File: src/rtl/irq_pkg.sv
package irq_pkg;
  localparam logic [1:0] CmdOpEoi  = 2'b01;
  localparam logic [1:0] CmdOpRsel = 2'b10;
  localparam int CmdPollBit = 2;
  localparam int CmdSelBit  = 0;

  typedef struct packed {
    logic ackReq;
    logic eoi;
    logic rdCapture;
    logic rdPoll;
    logic rdSelIsr;
    logic rdAddrZero;
  } ctrlStrb_t;
endpackage

File: src/rtl/irq_sync_edge.sv
module irq_sync_edge #(
  parameter int Width  = 8,
  parameter int Stages = 2
) (
  input  logic             clk,
  input  logic             rst_n,
  input  logic [Width-1:0] asyncIn,
  output logic [Width-1:0] risePulse
);
  for (genvar b = 0; b < Width; b++) begin : g_bit
    logic [Stages:0] chain;
    always_ff @(posedge clk or negedge rst_n) begin
      if (!rst_n) chain <= '0;
      else        chain <= {chain[Stages-1:0], asyncIn[b]};
    end
    // compare the newest synchronized sample with the one before it
    assign risePulse[b] = chain[Stages-1] & ~chain[Stages];
  end
endmodule

File: src/rtl/irq_ctrl.sv
module irq_ctrl
  import irq_pkg::*;
#(
  parameter int AddrW = 2,
  parameter int DataW = 8
) (
  input  logic             clk,
  input  logic             rst_n,
  input  logic [AddrW-1:0] busAddr,
  input  logic             busWrEn,
  input  logic [DataW-1:0] busWrData,
  input  logic             busRdEn,
  input  logic             intAck,
  output ctrlStrb_t        strb
);
  logic pollMode;
  logic selIsr;
  logic cmdValid, rselCmd, pollCmd;

  assign cmdValid = busWrEn && (busAddr == '0);
  assign rselCmd  = cmdValid && (busWrData[DataW-1 -: 2] == CmdOpRsel);
  assign pollCmd  = rselCmd && busWrData[CmdPollBit];

  always_ff @(posedge clk or negedge rst_n) begin
    if (!rst_n) begin
      pollMode <= 1'b0;
      selIsr   <= 1'b0;
    end else begin
      if (pollCmd)      pollMode <= 1'b1;
      else if (busRdEn) pollMode <= 1'b0;
      if (rselCmd && !busWrData[CmdPollBit]) selIsr <= busWrData[CmdSelBit];
    end
  end

  always_comb begin
    strb            = '0;
    strb.rdPoll     = busRdEn && pollMode;
    strb.ackReq     = intAck || strb.rdPoll;
    strb.eoi        = cmdValid && (busWrData[DataW-1 -: 2] == CmdOpEoi);
    strb.rdCapture  = busRdEn;
    strb.rdSelIsr   = selIsr;
    strb.rdAddrZero = (busAddr == '0);
  end

  // a poll command arms poll mode for the next cycle
  a_r6_poll_arms: assert property (@(posedge clk) disable iff (!rst_n)
    pollCmd |=> pollMode);
  // any read without a new poll command leaves poll mode disarmed
  a_r7_poll_one_shot: assert property (@(posedge clk) disable iff (!rst_n)
    (busRdEn && !pollCmd) |=> !pollMode);
endmodule

File: src/rtl/irq_datapath.sv
module irq_datapath
  import irq_pkg::*;
#(
  parameter int NumLevels = 8,
  parameter int DataW     = 8
) (
  input  logic                 clk,
  input  logic                 rst_n,
  input  logic [NumLevels-1:0] reqRise,
  input  ctrlStrb_t            strb,
  output logic                 intOut,
  output logic [DataW-1:0]     rdData
);
  localparam int LvlW = $clog2(NumLevels);

  logic [NumLevels-1:0] irr, isr;
  logic [NumLevels-1:0] ackMask, eoiMask;
  logic                 pendValid, svcValid, eligible;
  logic [LvlW-1:0]      pendLvl, svcLvl;
  logic [DataW-1:0]     pollByte, regByte;

  // fixed priority: lowest index wins, scan from the top down
  always_comb begin
    pendValid = 1'b0;
    pendLvl   = '0;
    svcValid  = 1'b0;
    svcLvl    = '0;
    for (int i = NumLevels - 1; i >= 0; i--) begin
      if (irr[i]) begin
        pendValid = 1'b1;
        pendLvl   = i[LvlW-1:0];
      end
      if (isr[i]) begin
        svcValid = 1'b1;
        svcLvl   = i[LvlW-1:0];
      end
    end
  end

  assign eligible = pendValid && (!svcValid || (pendLvl < svcLvl));
  assign intOut   = eligible;

  always_comb begin
    ackMask = '0;
    eoiMask = '0;
    if (strb.ackReq && eligible) ackMask[pendLvl] = 1'b1;
    if (strb.eoi && svcValid)    eoiMask[svcLvl]  = 1'b1;
  end

  always_ff @(posedge clk or negedge rst_n) begin
    if (!rst_n) begin
      irr <= '0;
      isr <= '0;
    end else begin
      irr <= (irr & ~ackMask) | reqRise;
      isr <= (isr & ~eoiMask) | ackMask;
    end
  end

  always_comb begin
    pollByte          = '0;
    pollByte[DataW-1] = eligible;
    if (eligible) pollByte[LvlW-1:0] = pendLvl;
    regByte = '0;
    if (strb.rdAddrZero) regByte[NumLevels-1:0] = strb.rdSelIsr ? isr : irr;
  end

  always_ff @(posedge clk or negedge rst_n) begin
    if (!rst_n)              rdData <= '0;
    else if (strb.rdCapture) rdData <= strb.rdPoll ? pollByte : regByte;
  end

  // request bits only drop through an acknowledge
  a_r1_request_sticky: assert property (@(posedge clk) disable iff (!rst_n)
    !strb.ackReq |=> ((irr & $past(irr)) == $past(irr)));
  // an accepted acknowledge adds exactly one in-service level
  a_r3_ack_adds_service: assert property (@(posedge clk) disable iff (!rst_n)
    (strb.ackReq && intOut && !strb.eoi) |=> ($countones(isr) == $past($countones(isr)) + 1));
  // an end-of-interrupt retires exactly one level
  a_r4_eoi_drops_one: assert property (@(posedge clk) disable iff (!rst_n)
    (strb.eoi && !strb.ackReq && (isr != '0)) |=> ($countones(isr) == $past($countones(isr)) - 1));
  // reserved poll bits read back as zero
  a_r6_poll_reserved: assert property (@(posedge clk) disable iff (!rst_n)
    strb.rdPoll |=> (rdData[DataW-2:LvlW] == '0));
  // read data holds between reads
  a_r9_rd_hold: assert property (@(posedge clk) disable iff (!rst_n)
    !strb.rdCapture |=> $stable(rdData));
endmodule

File: src/rtl/prio_irq_ctrl.sv
module prio_irq_ctrl
  import irq_pkg::*;
#(
  parameter int NumLevels = 8,
  parameter int AddrW     = 2,
  parameter int DataW     = 8,
  parameter int SyncDepth = 2
) (
  input  logic                 clk,
  input  logic                 rst_n,
  input  logic [NumLevels-1:0] irqIn,
  input  logic [AddrW-1:0]     busAddr,
  input  logic                 busWrEn,
  input  logic [DataW-1:0]     busWrData,
  input  logic                 busRdEn,
  output logic [DataW-1:0]     busRdData,
  input  logic                 intAck,
  output logic                 intOut
);
  ctrlStrb_t            strb;
  logic [NumLevels-1:0] reqRise;

  irq_sync_edge #(.Width(NumLevels), .Stages(SyncDepth)) sync_i (
    .clk(clk), .rst_n(rst_n), .asyncIn(irqIn), .risePulse(reqRise)
  );

  irq_ctrl #(.AddrW(AddrW), .DataW(DataW)) ctrl_i (
    .clk(clk), .rst_n(rst_n), .busAddr(busAddr), .busWrEn(busWrEn),
    .busWrData(busWrData), .busRdEn(busRdEn), .intAck(intAck), .strb(strb)
  );

  irq_datapath #(.NumLevels(NumLevels), .DataW(DataW)) dp_i (
    .clk(clk), .rst_n(rst_n), .reqRise(reqRise), .strb(strb),
    .intOut(intOut), .rdData(busRdData)
  );
endmodule

File: config.mk
export PLATFORM = sky130hd
export DESIGN_NAME = prio_irq_ctrl
export DESIGN_NICKNAME = d
export VERILOG_FILES = /design/src/rtl/irq_pkg.sv /design/src/rtl/irq_sync_edge.sv /design/src/rtl/irq_ctrl.sv /design/src/rtl/irq_datapath.sv /design/src/rtl/prio_irq_ctrl.sv
export SDC_FILE = /design/constraint.sdc
export NUM_CORES = 1
export LEC_CHECK = 0
export BUFFER_PORTS_ARGS = -buffer_cell sky130_fd_sc_hd__buf_2
export CAP_MARGIN = 10
export CORE_AREA = 5 5 67 69
export DETAILED_ROUTE_END_ITERATION = 6
export DIE_AREA = 0 0 72 74
export PLACE_DENSITY = 0.84
export SLEW_MARGIN = 0
export SYNTH_ARGS = -nofsm -noshare
export SYNTH_HDL_FRONTEND = slang
export SYNTH_SLANG_ARGS = --single-unit
File: constraint.sdc
create_clock -name clk -period 5.1 [get_ports clk]
set_input_delay 1.02 -clock clk [delete_from_list [all_inputs] [get_ports clk]]
set_output_delay 1.02 -clock clk [all_outputs]
set_load 0.005 [all_outputs]
==> impl_metrics.toml, run 1 <==
[cells_and_area]
drive_above_1_share = 0.208
final_common_cell = "dfrtp_1"
antenna_cells = 0
utilization = 0.630
final_cell_mix = "dfrtp_1, buf_2, o21ai_0"
final_area_um2 = 2430
syn_to_final_growth_pct = 13.2
nets = 255

[clocking]
path_clk_slew_ps = 100
cts.hold.buffers_added = 0
cts_root_buffer = "clkbuf_8"
post_cts_buffers = 0
cts_buffers = 5
clk_latency_ps = 310
cts_buffer_depth = 2
ctsHtreeMaxLevel = 2
cts_resized = 0
cts.sinks = 50
cts_tree = "built"

[pwr]
peakVddDrop_v = 0.000279
power.density_nw_per_um2 = 399
power_leakage_nw = 1.10

[setup_path]
crit_path_end_kind = "output pin"
start_kind = "flip-flop"
worstPathArrival_ps = 2890
worstSetupPathType = "flip-flop to output pin"
path_cells = "nor4_1, nand2b_1, inv_1, ha_1, and2_1, o21ai_0, a21oi_1, a21oi_1, buf_2"
slowest_stage = "nor4_1"
cp_common_cell = "a21oi_1"
crit_required_ps = 4080
path_max_fanout = 6
critPathMaxStageDelay_ps = 770

[sta]
setup_violations = 0
worstMarginPinSlew_ps = 1060
relSlewSlack = 0.296
clock_skew_ps = 9.06
finalSetupTns_ps = 0
period_minus_slack_ps = 3910
grt_setup_unrepaired = "false"
fmax_mhz = 256
hold_viol = 0
finalCritPeriodShare = 0.767
fin_ws_ps = 1190
final_max_slew_viol_count = 0

[placed_design]
post-dp-hpwl_mm = 3.02
place.gp.congestion = 0.879
place_area_um2 = 2310
detailedPlace.worstSlack_ps = 1610
portBuffers = 27

[floorplanning]
row_count = 23
ios = 32
die_y_um = 74
fp.dieW_um = 72
dieArea_um2 = 5330
core-area_um2 = 3860
start_util = 0.556

[synth]
syn_area_per_cell_um2 = 10.6
netlist_area_um2 = 2140
yosysSeqAreaShare = 0.583
synth_cell_types = 40
yosysWarnings = 0
ys_seq_elements = 50
yosys-top-cells-area = "dfrtp_1, o21ai_0, inv_1"
syn_inst = 203
yosysTopAreaCell = "dfrtp_1"
yosysTopAreaCellShare = 0.583
syn_nets = 228

[detailed_routing]
via_count = 1585
drt_iter0_markers = 91
drcViolationCount = 0
wire_per_inst_um = 14.9
ant_nets = 0
via_per_inst = 5.64
routed_wl_mm = 4.19
drtPass1Iterations = 5

[global_route]
grt_overflow = 0
grt_pass1_vias = 1559
grt_antenna_before_repair = 0
grt_pass1_wl_mm = 7.25
grt_usage = 0.181
grt_max_degree = 51

[hold_path]
holdCritPathClass = "flip-flop to flip-flop"

[flow_run]
maxCapViolations = 0

[run_status]
outcome = "completed"
final timing paths:
kind / from / to / slack [ps] / cells after the start
min reg2reg: sync_i.g_bit[1].chain[0] / sync_i.g_bit[1].chain[1] / 360 / 0
max: dp_i.irr[4] / intOut / 1190 / 9
min: sync_i.g_bit[1].chain[0] / sync_i.g_bit[1].chain[1] / 360 / 0
max reg2reg: dp_i.irr[4] / dp_i.rdData[0] / 2020 / 10
min in group asynchronous: rst_n / ctrl_i.pollMode / 880 / 1
max in group asynchronous: rst_n / sync_i.g_bit[3].chain[0] / 3550 / 1
report_power, final:
group | switching (mW) | leakage, nW | internal (mW)
Sequential | 0.0497 | 0.579 | 0.435
Clock | 0.139 | 0.0563 | 0.149
Combinational | 0.114 | 0.464 | 0.0824
Total | 0.303 | 1.10 | 0.667
through the flow:
stage | hold slack, ps | total power, mW | cells
CTS | 362 | 0.975 | 281
detailed placement | 340 | 0.687 | 273
global route | 377 | 1.02 | 281
floorplan | 331 | 0.624 | 203
global placement | 332 | 0.681 | 273
finish | 358 | 0.970 | 281
routing by layer:
| layer | routed length, um | track usage | vias up |
|---|---|---|---|
| li1 | - | - | 768 |
| met1 | 1850 | 0.230 | 751 |
| met2 | 1930 | 0.290 | 58 |
| met3 | 319 | 0.0500 | 8 |
| met4 | 95 | 0.0856 | 0 |
| met5 | 0 | 0 | - |
sequential cells by signal (all words and copies together), names as in the netlist:
signal / flops
ctrl_i.pollMode: 1
ctrl_i.selIsr: 1
dp_i.rdData: 8
sync_i.g_bit.chain: 24
dp_i.irr: 8
dp_i.isr: 8
synthesized netlist by cell type, drive strengths merged:
cell type and instances:
buf 3, a21oi 11, a2111oi 1, o21bai 1, mux2 6, and2 3, a22o 1, nor3 3
dfrtp 50, o21a 2, inv 19, a31oi 3, clkbuf 4, nand2b 4, o32ai 1, a21o 1
o31ai 5, o41ai 5, nand3 10, nand4b 2, nor2 12, o22ai 3, or2 3, or2b 1
nand2 14, or3 1, o21ai 24, nor2b 2, o311ai 1, nor4 3, or4 2, ha 2
worst max-delay path: cells and delay by family (launching register included):
family	cells	cell delay, ps
AOI/OAI and AO/OA	3	360
DFF	1	450
buffers and inverters	2	230
adders and majority gates	1	330
and+or+nand+nor	3	1200
cells by family after synthesis:
logic type,after synthesis,synth area share
flip-flops,50,0.583
AO/OA/AOI/OAI,59,0.168
multiplexers,6,0.0315
buffers and inverters,26,0.0478
adder cells (fa/ha/maj),2,0.0117
AND/OR/NAND/NOR,60,0.158
final cells by class:
type | count | area [um2]
clock inverters | 3 | 48.8
fillers | 341 | 1430
inverters | 19 | 71.3
multi-input cells | 127 | 791
repair buffers | 27 | 135
flip-flops and latches | 50 | 1250
well taps | 50 | 62.6
clock buffers | 5 | 68.8
Note: power is estimated with default switching activity, not from simulation.
==> inputs of run 2 (changes only) <==
CORE_AREA = 5 5 68 70   (was 5 5 67 69)
DIE_AREA = 0 0 73 75   (was 0 0 72 74)
PLACE_DENSITY = 0.82   (was 0.84)
clock period = 3.65 ns   (was 5.1 ns; I/O delays follow)
==> run 2 against run 1 <==
Effect of this change: setup slack got worse by 800 ps; sequential power increased by 39%; largest power group unchanged; global-route usage shrank 1.6 points.
==> impl_metrics.toml, run 2 (synthesis results as in run 1) <==
[cells_and_area]
seqCellArea_um2 = 1250
final_area_um2 = 2420
fillers = 352
nets = 257
antenna_cells = 0
utilization = 0.617
top_register = "sync_i.g_bit.chain"
layoutNonFillerInstCount = 283
final_common_cell = "dfrtp_1"
drive_above_1_share = 0.215
syn_to_final_growth_pct = 12.7
multi_input_area_um2 = 791
largest_reg_flops = 24
final_cell_mix = "dfrtp_1, buf_2, o21ai_0"

[global_route]
grt_overflow = 0
grt_usage = 0.165
grt_antenna_before_repair = 0
grt_pass1_wl_mm = 6.74
grt_pass1_vias = 1459
grt_max_degree = 51

[floorplanning]
core-area_um2 = 3910
start_util = 0.548
row_count = 23
dieArea_um2 = 5480
fp.dieW_um = 73
die_y_um = 75
ios = 32

[pwr]
power_frac_comb = 0.218
peakVddDrop_v = 0.000243
share_seq_of_total_power = 0.532
p_sw_uw = 407
power.density_nw_per_um2 = 526
p_int_uw = 864
clkPwrFrac = 0.251
power_leakage_nw = 1.10
swShare = 0.320

[clocking]
cts_buffers = 5
cts_tree = "built"
clk_latency_ps = 310
cts.hold.buffers_added = 0
path_clk_slew_ps = 100
ctsHtreeMaxLevel = 2
cts_buffer_depth = 2
cts_resized = 0
cts.sinks = 50
cts_root_buffer = "clkbuf_8"
post_cts_buffers = 0

[placed_design]
post-dp-hpwl_mm = 2.94
dpl.cell_count = 275
detailedPlace.worstSlack_ps = 736
portBuffers = 27
place_area_um2 = 2330
place.gp.congestion = 0.891

[detailed_routing]
drcViolationCount = 0
drt_iter0_markers = 125
routed_wl_mm = 3.97
wire_per_inst_um = 14.0
ant_nets = 0
via_count = 1542
drtPass1Iterations = 4
via_per_inst = 5.45

[setup_path]
crit_path_end_kind = "output pin"
critical-path-top-delay-family = "simple AND/OR/NAND/NOR gates"
crit_required_ps = 2920
path_cells = "or4_4, or2b_1, ha_1, and2_1, o21ai_0, a21oi_1, a21oi_1, buf_2"
worstSetupPathType = "flip-flop to output pin"
critical_path_cell_count = 8
critPathMaxStageDelay_ps = 580
slowest_stage = "or4_4"
path_max_fanout = 5
worstPathArrival_ps = 2530
cp_common_cell = "a21oi_1"
start_kind = "flip-flop"
crit_buf_inv = 1
rr_worst_depth = 9

[sta]
final_max_slew_viol_count = 0
relSlewSlack = 0.298
period_minus_slack_ps = 3260
worstMarginPinSlew_ps = 1050
clock_skew_ps = 9.42
hold_viol = 0
setup_violations = 0
finalSetupTns_ps = 0
fin_ws_ps = 392
grt_setup_unrepaired = "false"
finalCritPeriodShare = 0.893
fmax_mhz = 307

[hold_path]
holdCritPathClass = "flip-flop to flip-flop"
hold_path_depth = 0

[run_status]
outcome = "completed"

[flow_run]
maxCapViolations = 0
-- run 2: cell count changes in the layout (fill, tap and decap cells not counted), sizes merged --
cell / delta
bufinv: -1
inv: -1
clkinv: +2
buf: +2
-- run 2: power by group through the flow --
| stage | registers (mW) | logic (mW) | clock network [mW] |
|---|---|---|---|
| floorplan | 0.660 | 0.212 | 0 |
| global placement | 0.685 | 0.272 | 0 |
| detailed placement | 0.687 | 0.275 | 0 |
| CTS | 0.675 | 0.278 | 0.327 |
| global route | 0.685 | 0.312 | 0.347 |
| finish | 0.675 | 0.276 | 0.319 |
-- run 2: per-stage QoR --
step / power (mW) / hold slack (ps)
2_1_floorplan: 0.872 / 331
3_5_place_dp: 0.962 / 336
5_1_grt: 1.34 / 371
4_1_cts: 1.28 / 358
3_3_place_gp: 0.957 / 331
6_report: 1.27 / 353
-- run 2: cell type report --
| class | instances | share of cell area |
|---|---|---|
| tap | 50 | 0.0259 |
| multi-input combinational | 127 | 0.327 |
| inverter | 19 | 0.0295 |
| clock inverter | 3 | 0.00880 |
| timing repair buffer | 29 | 0.0621 |
| clock buffer | 5 | 0.0285 |
| sequential | 50 | 0.518 |
-- run 2: worst register-to-register path, delay by kind of cell (launching register included) --
| kind | cells | cell delay (ps) |
|---|---|---|
| AO/OA/AOI/OAI | 5 | 1020 |
| adder cells (fa/ha/maj) | 1 | 310 |
| flip-flops | 1 | 430 |
| AND/OR/NAND/NOR | 3 | 920 |
-- run 2: path summary, 6_finish.rpt --
path / startpoint / to / slack (ps)
min in group asynchronous: rst_n / ctrl_i.pollMode / 600
max in group asynchronous: rst_n / dp_i.isr[6] / 2390
worst max register to register: dp_i.isr[3] / dp_i.rdData[1] / 880
worst min register to register: sync_i.g_bit[7].chain[0] / sync_i.g_bit[7].chain[1] / 350
worst min-delay path: sync_i.g_bit[7].chain[0] / sync_i.g_bit[7].chain[1] / 350
worst max-delay path: dp_i.isr[3] / intOut / 390
-- run 2: routing by layer --
metal	vias up	share of wire	global-route usage
li1	774	-	-
met1	719	0.44	0.207
met2	41	0.48	0.271
met3	8	0.061	0.0307
met4	0	0.020	0.0861
met5	-	0	0
